$ cat config.mk
export PLATFORM = sky130hd
export DESIGN_NAME = i2c_regfile_target
export DESIGN_NICKNAME = d
export VERILOG_FILES = /design/src/rtl/i2c_tgt_pkg.sv /design/src/rtl/i2c_tgt_sync.sv /design/src/rtl/i2c_tgt_regs.sv /design/src/rtl/i2c_regfile_target.sv
export SDC_FILE = /design/constraint.sdc
export NUM_CORES = 1
export LEC_CHECK = 0
export ABC_AREA = 1
export BUFFER_PORTS_ARGS = -buffer_cell sky130_fd_sc_hd__buf_2
export CAP_MARGIN = 20
export CORE_MARGIN = 2
export CORE_UTILIZATION = 51
export CTS_CLUSTER_SIZE = 16
export DETAILED_ROUTE_END_ITERATION = 8
export PLACE_DENSITY = 0.67
export RECOVER_POWER = 25
export SYNTH_ARGS = -nofsm -noshare
export SYNTH_HDL_FRONTEND = slang
export SYNTH_SLANG_ARGS = --single-unit
$ cat constraint.sdc
create_clock -name clk_i -period 2.97 [get_ports clk_i]
set_input_delay 0.1485 -clock clk_i [delete_from_list [all_inputs] [get_ports clk_i]]
set_output_delay 0.1485 -clock clk_i [all_outputs]
set_load 0.02 [all_outputs]
$ cat src/rtl/i2c_tgt_pkg.sv
package i2c_tgt_pkg;
  typedef enum logic [2:0] {
    ST_IDLE,
    ST_ADDR,
    ST_ADDR_ACK,
    ST_WR,
    ST_WR_ACK,
    ST_RD,
    ST_RD_ACK,
    ST_RD_NEXT
  } tgt_state_e;
endpackage

$ cat src/rtl/i2c_tgt_sync.sv
module i2c_tgt_sync #(
  parameter int STAGES = 2
) (
  input  logic clk_i,
  input  logic rst_ni,
  input  logic scl_i,
  input  logic sda_i,
  output logic sda_o,
  output logic scl_rise_o,
  output logic scl_fall_o,
  output logic start_o,
  output logic stop_o
);
  logic [1:0] raw, synced, prev;
  assign raw = {scl_i, sda_i};

  for (genvar g = 0; g < 2; g++) begin : g_line
    logic [STAGES-1:0] chain;
    always_ff @(posedge clk_i or negedge rst_ni) begin
      if (!rst_ni) chain <= '1;
      else         chain <= {chain[STAGES-2:0], raw[g]};
    end
    assign synced[g] = chain[STAGES-1];
  end

  always_ff @(posedge clk_i or negedge rst_ni) begin
    if (!rst_ni) prev <= 2'b11;
    else         prev <= synced;
  end

  assign sda_o      = synced[0];
  assign scl_rise_o = synced[1] & ~prev[1];
  assign scl_fall_o = ~synced[1] & prev[1];
  // data edge while clock stays high
  assign start_o    = synced[1] & prev[1] & prev[0] & ~synced[0];
  assign stop_o     = synced[1] & prev[1] & ~prev[0] & synced[0];
endmodule

$ cat src/rtl/i2c_tgt_regs.sv
module i2c_tgt_regs #(
  parameter int NUM_REGS = 8,
  parameter int PTR_W    = $clog2(NUM_REGS)
) (
  input  logic             clk_i,
  input  logic             rst_ni,
  input  logic             we_i,
  input  logic [PTR_W-1:0] waddr_i,
  input  logic [7:0]       wdata_i,
  input  logic [PTR_W-1:0] raddr_i,
  output logic [7:0]       rdata_o
);
  logic [7:0] mem [NUM_REGS];

  for (genvar r = 0; r < NUM_REGS; r++) begin : g_reg
    always_ff @(posedge clk_i or negedge rst_ni) begin
      if (!rst_ni)                             mem[r] <= '0;
      else if (we_i && waddr_i == PTR_W'(r))   mem[r] <= wdata_i;
    end
  end

  assign rdata_o = mem[raddr_i];
endmodule

$ cat src/rtl/i2c_regfile_target.sv
module i2c_regfile_target
  import i2c_tgt_pkg::*;
#(
  parameter int NUM_REGS    = 8,
  parameter int SYNC_STAGES = 2
) (
  input  logic       clk_i,
  input  logic       rst_ni,
  input  logic       scl_i,
  input  logic       sda_i,
  input  logic [6:0] dev_addr_i,
  input  logic       gcall_en_i,
  output logic       sda_oe_o
);
  localparam int PTR_W = $clog2(NUM_REGS);

  logic sda_s, scl_rise, scl_fall, start_det, stop_det;
  tgt_state_e state_q;
  logic [2:0] bit_cnt;
  logic [6:0] shreg;
  logic [7:0] tx_q, rx_byte, rdata;
  logic [PTR_W-1:0] ptr_q;
  logic rw_q, ptr_pend, reg_we, addr_hit;

  i2c_tgt_sync #(.STAGES(SYNC_STAGES)) u_sync (
    .clk_i(clk_i), .rst_ni(rst_ni), .scl_i(scl_i), .sda_i(sda_i),
    .sda_o(sda_s), .scl_rise_o(scl_rise), .scl_fall_o(scl_fall),
    .start_o(start_det), .stop_o(stop_det)
  );

  assign rx_byte  = {shreg, sda_s};
  assign addr_hit = (rx_byte[7:1] == dev_addr_i) || (gcall_en_i && rx_byte == 8'h00);
  assign reg_we   = (state_q == ST_WR) && scl_rise && (bit_cnt == 3'd7) && !ptr_pend
                    && !start_det && !stop_det;

  i2c_tgt_regs #(.NUM_REGS(NUM_REGS), .PTR_W(PTR_W)) u_regs (
    .clk_i(clk_i), .rst_ni(rst_ni), .we_i(reg_we), .waddr_i(ptr_q),
    .wdata_i(rx_byte), .raddr_i(ptr_q), .rdata_o(rdata)
  );

  always_ff @(posedge clk_i or negedge rst_ni) begin
    if (!rst_ni) begin
      state_q  <= ST_IDLE;
      bit_cnt  <= '0;
      shreg    <= '0;
      tx_q     <= '0;
      ptr_q    <= '0;
      rw_q     <= 1'b0;
      ptr_pend <= 1'b0;
      sda_oe_o <= 1'b0;
    end else if (start_det) begin
      state_q  <= ST_ADDR;
      bit_cnt  <= '0;
      sda_oe_o <= 1'b0;
    end else if (stop_det) begin
      state_q  <= ST_IDLE;
      bit_cnt  <= '0;
      sda_oe_o <= 1'b0;
    end else begin
      unique case (state_q)
        ST_ADDR: if (scl_rise) begin
          shreg   <= rx_byte[6:0];
          bit_cnt <= bit_cnt + 3'd1;
          if (bit_cnt == 3'd7) begin
            if (addr_hit) begin
              state_q  <= ST_ADDR_ACK;
              rw_q     <= rx_byte[0];
              ptr_pend <= ~rx_byte[0];
            end else begin
              state_q <= ST_IDLE;
            end
          end
        end
        // first fall: drive ACK; second fall: ACK slot over
        ST_ADDR_ACK, ST_WR_ACK: if (scl_fall) begin
          if (!sda_oe_o) begin
            sda_oe_o <= 1'b1;
          end else begin
            bit_cnt <= '0;
            if (state_q == ST_ADDR_ACK && rw_q) begin
              state_q  <= ST_RD;
              tx_q     <= rdata;
              sda_oe_o <= ~rdata[7];
            end else begin
              state_q  <= ST_WR;
              sda_oe_o <= 1'b0;
            end
          end
        end
        ST_WR: if (scl_rise) begin
          shreg   <= rx_byte[6:0];
          bit_cnt <= bit_cnt + 3'd1;
          if (bit_cnt == 3'd7) begin
            state_q <= ST_WR_ACK;
            if (ptr_pend) begin
              ptr_q    <= rx_byte[PTR_W-1:0];
              ptr_pend <= 1'b0;
            end else begin
              ptr_q <= ptr_q + 1'b1;
            end
          end
        end
        ST_RD: if (scl_fall) begin
          if (bit_cnt == 3'd7) begin
            sda_oe_o <= 1'b0;
            state_q  <= ST_RD_ACK;
            ptr_q    <= ptr_q + 1'b1;
          end else begin
            sda_oe_o <= ~tx_q[6];
            tx_q     <= {tx_q[6:0], 1'b0};
            bit_cnt  <= bit_cnt + 3'd1;
          end
        end
        ST_RD_ACK: if (scl_rise) state_q <= sda_s ? ST_IDLE : ST_RD_NEXT;
        ST_RD_NEXT: if (scl_fall) begin
          state_q  <= ST_RD;
          bit_cnt  <= '0;
          tx_q     <= rdata;
          sda_oe_o <= ~rdata[7];
        end
        default: ;
      endcase
    end
  end
endmodule

==> summary.md <==
| Metric | Value |
|---|---|
| Worst-case clock buffer depth | 2 |
| Critical path fanouts, max | 14 |
| Crit-path slowest cell | dfrtp_1 |
| Startpoint Class | flip-flop |
| Total power | around 3.1 mW |
| Avg Inst Size Synth | slightly above 8 um2 |
| Setup-failing EPs final | 0 |
| Non-filler cells in the finished layout | between 700 and 800 |
| Initial Util | between 50% and 60% |
| Final period util | between 70% and 80% |
| Wire length per cell | ~16 um |
| Status | finished with violations |
| I/O pins | 13 |
| Clock transition at path regs | ~0.09 ns |
| Die X | approximately 100 um |
| Die Height | between 100 and 150 um |
| Root Buffer | clkbuf_8 |
| Clock Skews | around 0.0081 ns |
| Pre-CTS setup slack | 0.695 ns |
| Max cap viols | 1 |
| Final hold viol count | 0 |
| First-pass DRT Iterations | 7 |
| Failing checks | max-capacitance violations, max-slew violations |
| Fmax | between 400 and 500 MHz |
| Total gr overflow | 0 |
| WL final | ~12000 um |
| DRC viols | 0 |
| Htree depth | 3 |
| Largest net degree at the start of global routing | between 60 and 70 |
| Core ar. | 9280 um2 |
| Layout cells sized above 1 | under 10% |
| Synth cell types | 30 |
| Row cnt | 35 |
| Vias | around 4000 |
| RSZ-0062 raised after global routing | no |
| Worst skew pair latency | about 0.37 ns |
| CP endpoint kind | flip-flop |
| Slew headroom | -3.36% |
| Final net count | about 620 |
| Clk sinks | 96 |
| Remaining antenna violation count after routing | 0 |
| Syn Inst Count | 598 |
| Vias in the first global route | between 3000 and 4000 |
| Measured slew at the worst slew-check pin | approximately 1.6 ns |
| Synth-to-layout area growth | 7.41% |
| Die area | ~10000 um2 |
| Initial antenna violation count | 0 |
| Arrival time at the worst endpoint | about 2.6 ns |
| Internal | 2.10 mW |
| TritonCTS buffer count | 9 |
| GRT Overall Usage | roughly a quarter |
| Clock share of power | between 30% and 40% |
| Data required time of the critical path | 3.23 ns |
| Dpl hpwl | between 7000 and 8000 um |
| Register bit total from synthesis | between 90 and 100 |
| Post-cts resize count | 0 |
| Sw Pwr | roughly 1 mW |
| Post-route setup slack | 0.650 ns |
| TritonCTS clock tree | built |
| Combinational power share | between 10% and 20% |
| Critical-path cell list | inv_1 -> nand3_1 -> inv_1 -> nand2_1 -> nand4_1 -> nor2_2 -> inv_1 -> nand2_1 -> nand2_1 |
| Largest stage delay, worst path | 0.53 ns |
| Setup tns final | 0 ns |
| Synth Cell Area | a little under 5000 um2 |
| PwrDens | 592 nW/um2 |
| Syn_nets | 618 |
| Tmin final | approximately 2.3 ns |
| LEAKAGE | 2.40 nW |
| Ant diodes | 0 |
| Dpl cells | approximately 720 |
| Post-synthesis sequential area ratio | between 40 and 50% |
| Slew Viols, Final | 62 |
| Starting DRT DRC Count | approximately 280 |
| HP Class | reg2reg |
| Port bufs | 12 |
| First-pass GRT wire length | 19400 um |
| Worst Path Class, Setup | reg2reg |
| Post-CTS Setup Bufs | 0 |
| Ys Warns | 0 |
| Switching fraction of total power | around a third |
| Sequential share of power | between 40% and 50% |
| Via density | between 5 and 6 |
| Peak supply drop | approximately 400 uV |
| GP Congestion | roughly 0.9 |
| Layout Utilization | 56.5% |
[cell usage in the layout (no fill, tap or decap)]
cell / netlist / final
nand2_1: 175 / 175
dfrtp_1: 90 / 90
o21ai_1: 61 / 61
o21ai_0: 57 / 57
nor2_1: 47 / 47
inv_1: 38 / 38
nand3_1: 31 / 31
o211ai_1: 11 / 11
buf_2: 4 / 11
a21oi_1: 9 / 9
clkbuf_8: 0 / 9
ha_1: 8 / 8
nand3_4: 6 / 6
nand4_1: 6 / 6
buf_4: 1 / 5
o21ai_2: 4 / 4
dfstp_2: 6 / 4
nand2_4: 3 / 3
xnor2_1: 3 / 3
nor3_1: 3 / 3
or2_2: 3 / 3
bufinv_16: 0 / 3
dlygate4sd3_1: 0 / 3
clkinv_1: 2 / 2
nor2_4: 2 / 2
dfstp_1: 0 / 2
inv_2: 1 / 1
nand2_2: 1 / 1
nor2_8: 1 / 1
xor2_1: 1 / 1
nor2_2: 1 / 1
o22ai_1: 1 / 1
clkbuf_1: 14 / 1
clkinvlp_4: 0 / 1
clkinv_4: 0 / 1
inv_6: 0 / 1
clkbuf_2: 0 / 1
[cell families after synthesis]
kind of cell	after synthesis	share of synthesized area [%]
XOR/XNOR	4	0.718
flip-flops	96	49.4
buffers and inverters	68	6.64
AO/OA/AOI/OAI	143	15.6
AND/OR/NAND/NOR	279	25.7
adder cells (fa/ha/maj)	8	2.05
[registers in the layout, indices dropped and copies added, names as in the netlist]
register             flops
shreg                    7
u_regs.mem              64
bit_cnt                  3
rw_q                     1
ptr_pend                 1
u_sync.prev              2
sda_oe_o                 1
ptr_q                    3
tx_q                     7
u_sync.g_line.chain      4
state_q                  3
[repair_timing]
item	in CTS	in global routing
hold endpoints to repair	59	0
setup endpoints to repair	0	0
hold buffers	3	0
[power by group through the flow]
| stage | Clock [mW] | Sequential [mW] | Combinational (mW) |
|---|---|---|---|
| 2_1_floorplan | 0 | 1.44 | 0.477 |
| 3_3_place_gp | 0 | 1.48 | 0.605 |
| 3_5_place_dp | 0 | 1.49 | 0.598 |
| 4_1_cts | 1.05 | 1.46 | 0.605 |
| 5_1_grt | 1.10 | 1.47 | 0.701 |
| 6_report | 1.04 | 1.46 | 0.602 |
[synthesized netlist by cell type]
library cell / n / area share (%)
o22ai_1: 1 / 0.13
nand2_1: 175 / 13
inv_2: 1 / 0.077
o211ai_1: 11 / 1.7
o21ai_1: 61 / 6.3
clkinv_1: 2 / 0.15
o21ai_0: 57 / 5.8
buf_2: 4 / 0.41
buf_6: 8 / 1.8
dfrtp_1: 90 / 46
xor2_1: 1 / 0.18
nor2_4: 2 / 0.46
nor2_8: 1 / 0.41
nand2_4: 3 / 0.69
a21oi_1: 9 / 0.92
nand2_2: 1 / 0.13
nor3_1: 3 / 0.31
xnor2_1: 3 / 0.54
buf_4: 1 / 0.15
or2_2: 3 / 0.38
ha_1: 8 / 2.1
nor2_1: 47 / 3.6
nand3_4: 6 / 2.2
dfstp_2: 6 / 3.2
o21ai_2: 4 / 0.72
nor2_2: 1 / 0.13
nand4_1: 6 / 0.77
clkbuf_1: 14 / 1.1
inv_1: 38 / 2.9
nand3_1: 31 / 3.2
[per-layer routing]
layer | track usage [%] | share of wire [%] | up-vias | wire, um
met3 | 4.10 | 4.5 | 16 | 530
met5 | 0 | 0 | - | 0
met2 | 36.1 | 44 | 101 | 5160
met4 | 5.74 | 1.3 | 0 | 152
li1 | - | - | 1972 | -
met1 | 37.6 | 50 | 1909 | 5840
[worst max-delay path, delay by kind of cell, from the launching register on]
| kind | cells | cell delay (ns) |
|---|---|---|
| flip-flops | 1 | 0.53 |
| AND/OR/NAND/NOR | 6 | 1.09 |
| buffers and inverters | 3 | 0.58 |
[path summary, 6_finish.rpt]
path	slack, ns	startpoint	endpoint	cells past startpoint
max reg2reg	0.65	state_q[1]	tx_q[2]	9
min	0.37	u_sync.g_line[0].chain[0]	u_sync.g_line[0].chain[1]	0
max in group asynchronous	1.20	rst_ni	u_sync.g_line[1].chain[0]	3
max	0.65	state_q[1]	tx_q[2]	9
min reg2reg	0.37	u_sync.g_line[0].chain[0]	u_sync.g_line[0].chain[1]	0
min in group asynchronous	0.70	rst_ni	u_regs.mem[49]	2
[stage by stage]
stage | hold WS (ns) | area [um2]
global route | 0.372 | 5240
global placement | 0.253 | 4970
detailed placement | 0.255 | 4970
finish | 0.367 | 5240
CTS | 0.363 | 5250
floorplan | -0.147 | 4880
[area by class of cell]
| type | count | area [um2] |
|---|---|---|
| fillers | 895 | 4040 |
| flip-flops and latches | 96 | 2410 |
| multi-input cells | 434 | 2150 |
| well taps | 129 | 161 |
| inverters | 41 | 154 |
| clock buffers | 10 | 128 |
| repair buffers | 20 | 128 |
| clock inverters | 6 | 115 |
Power figures use the tool's default switching activity.
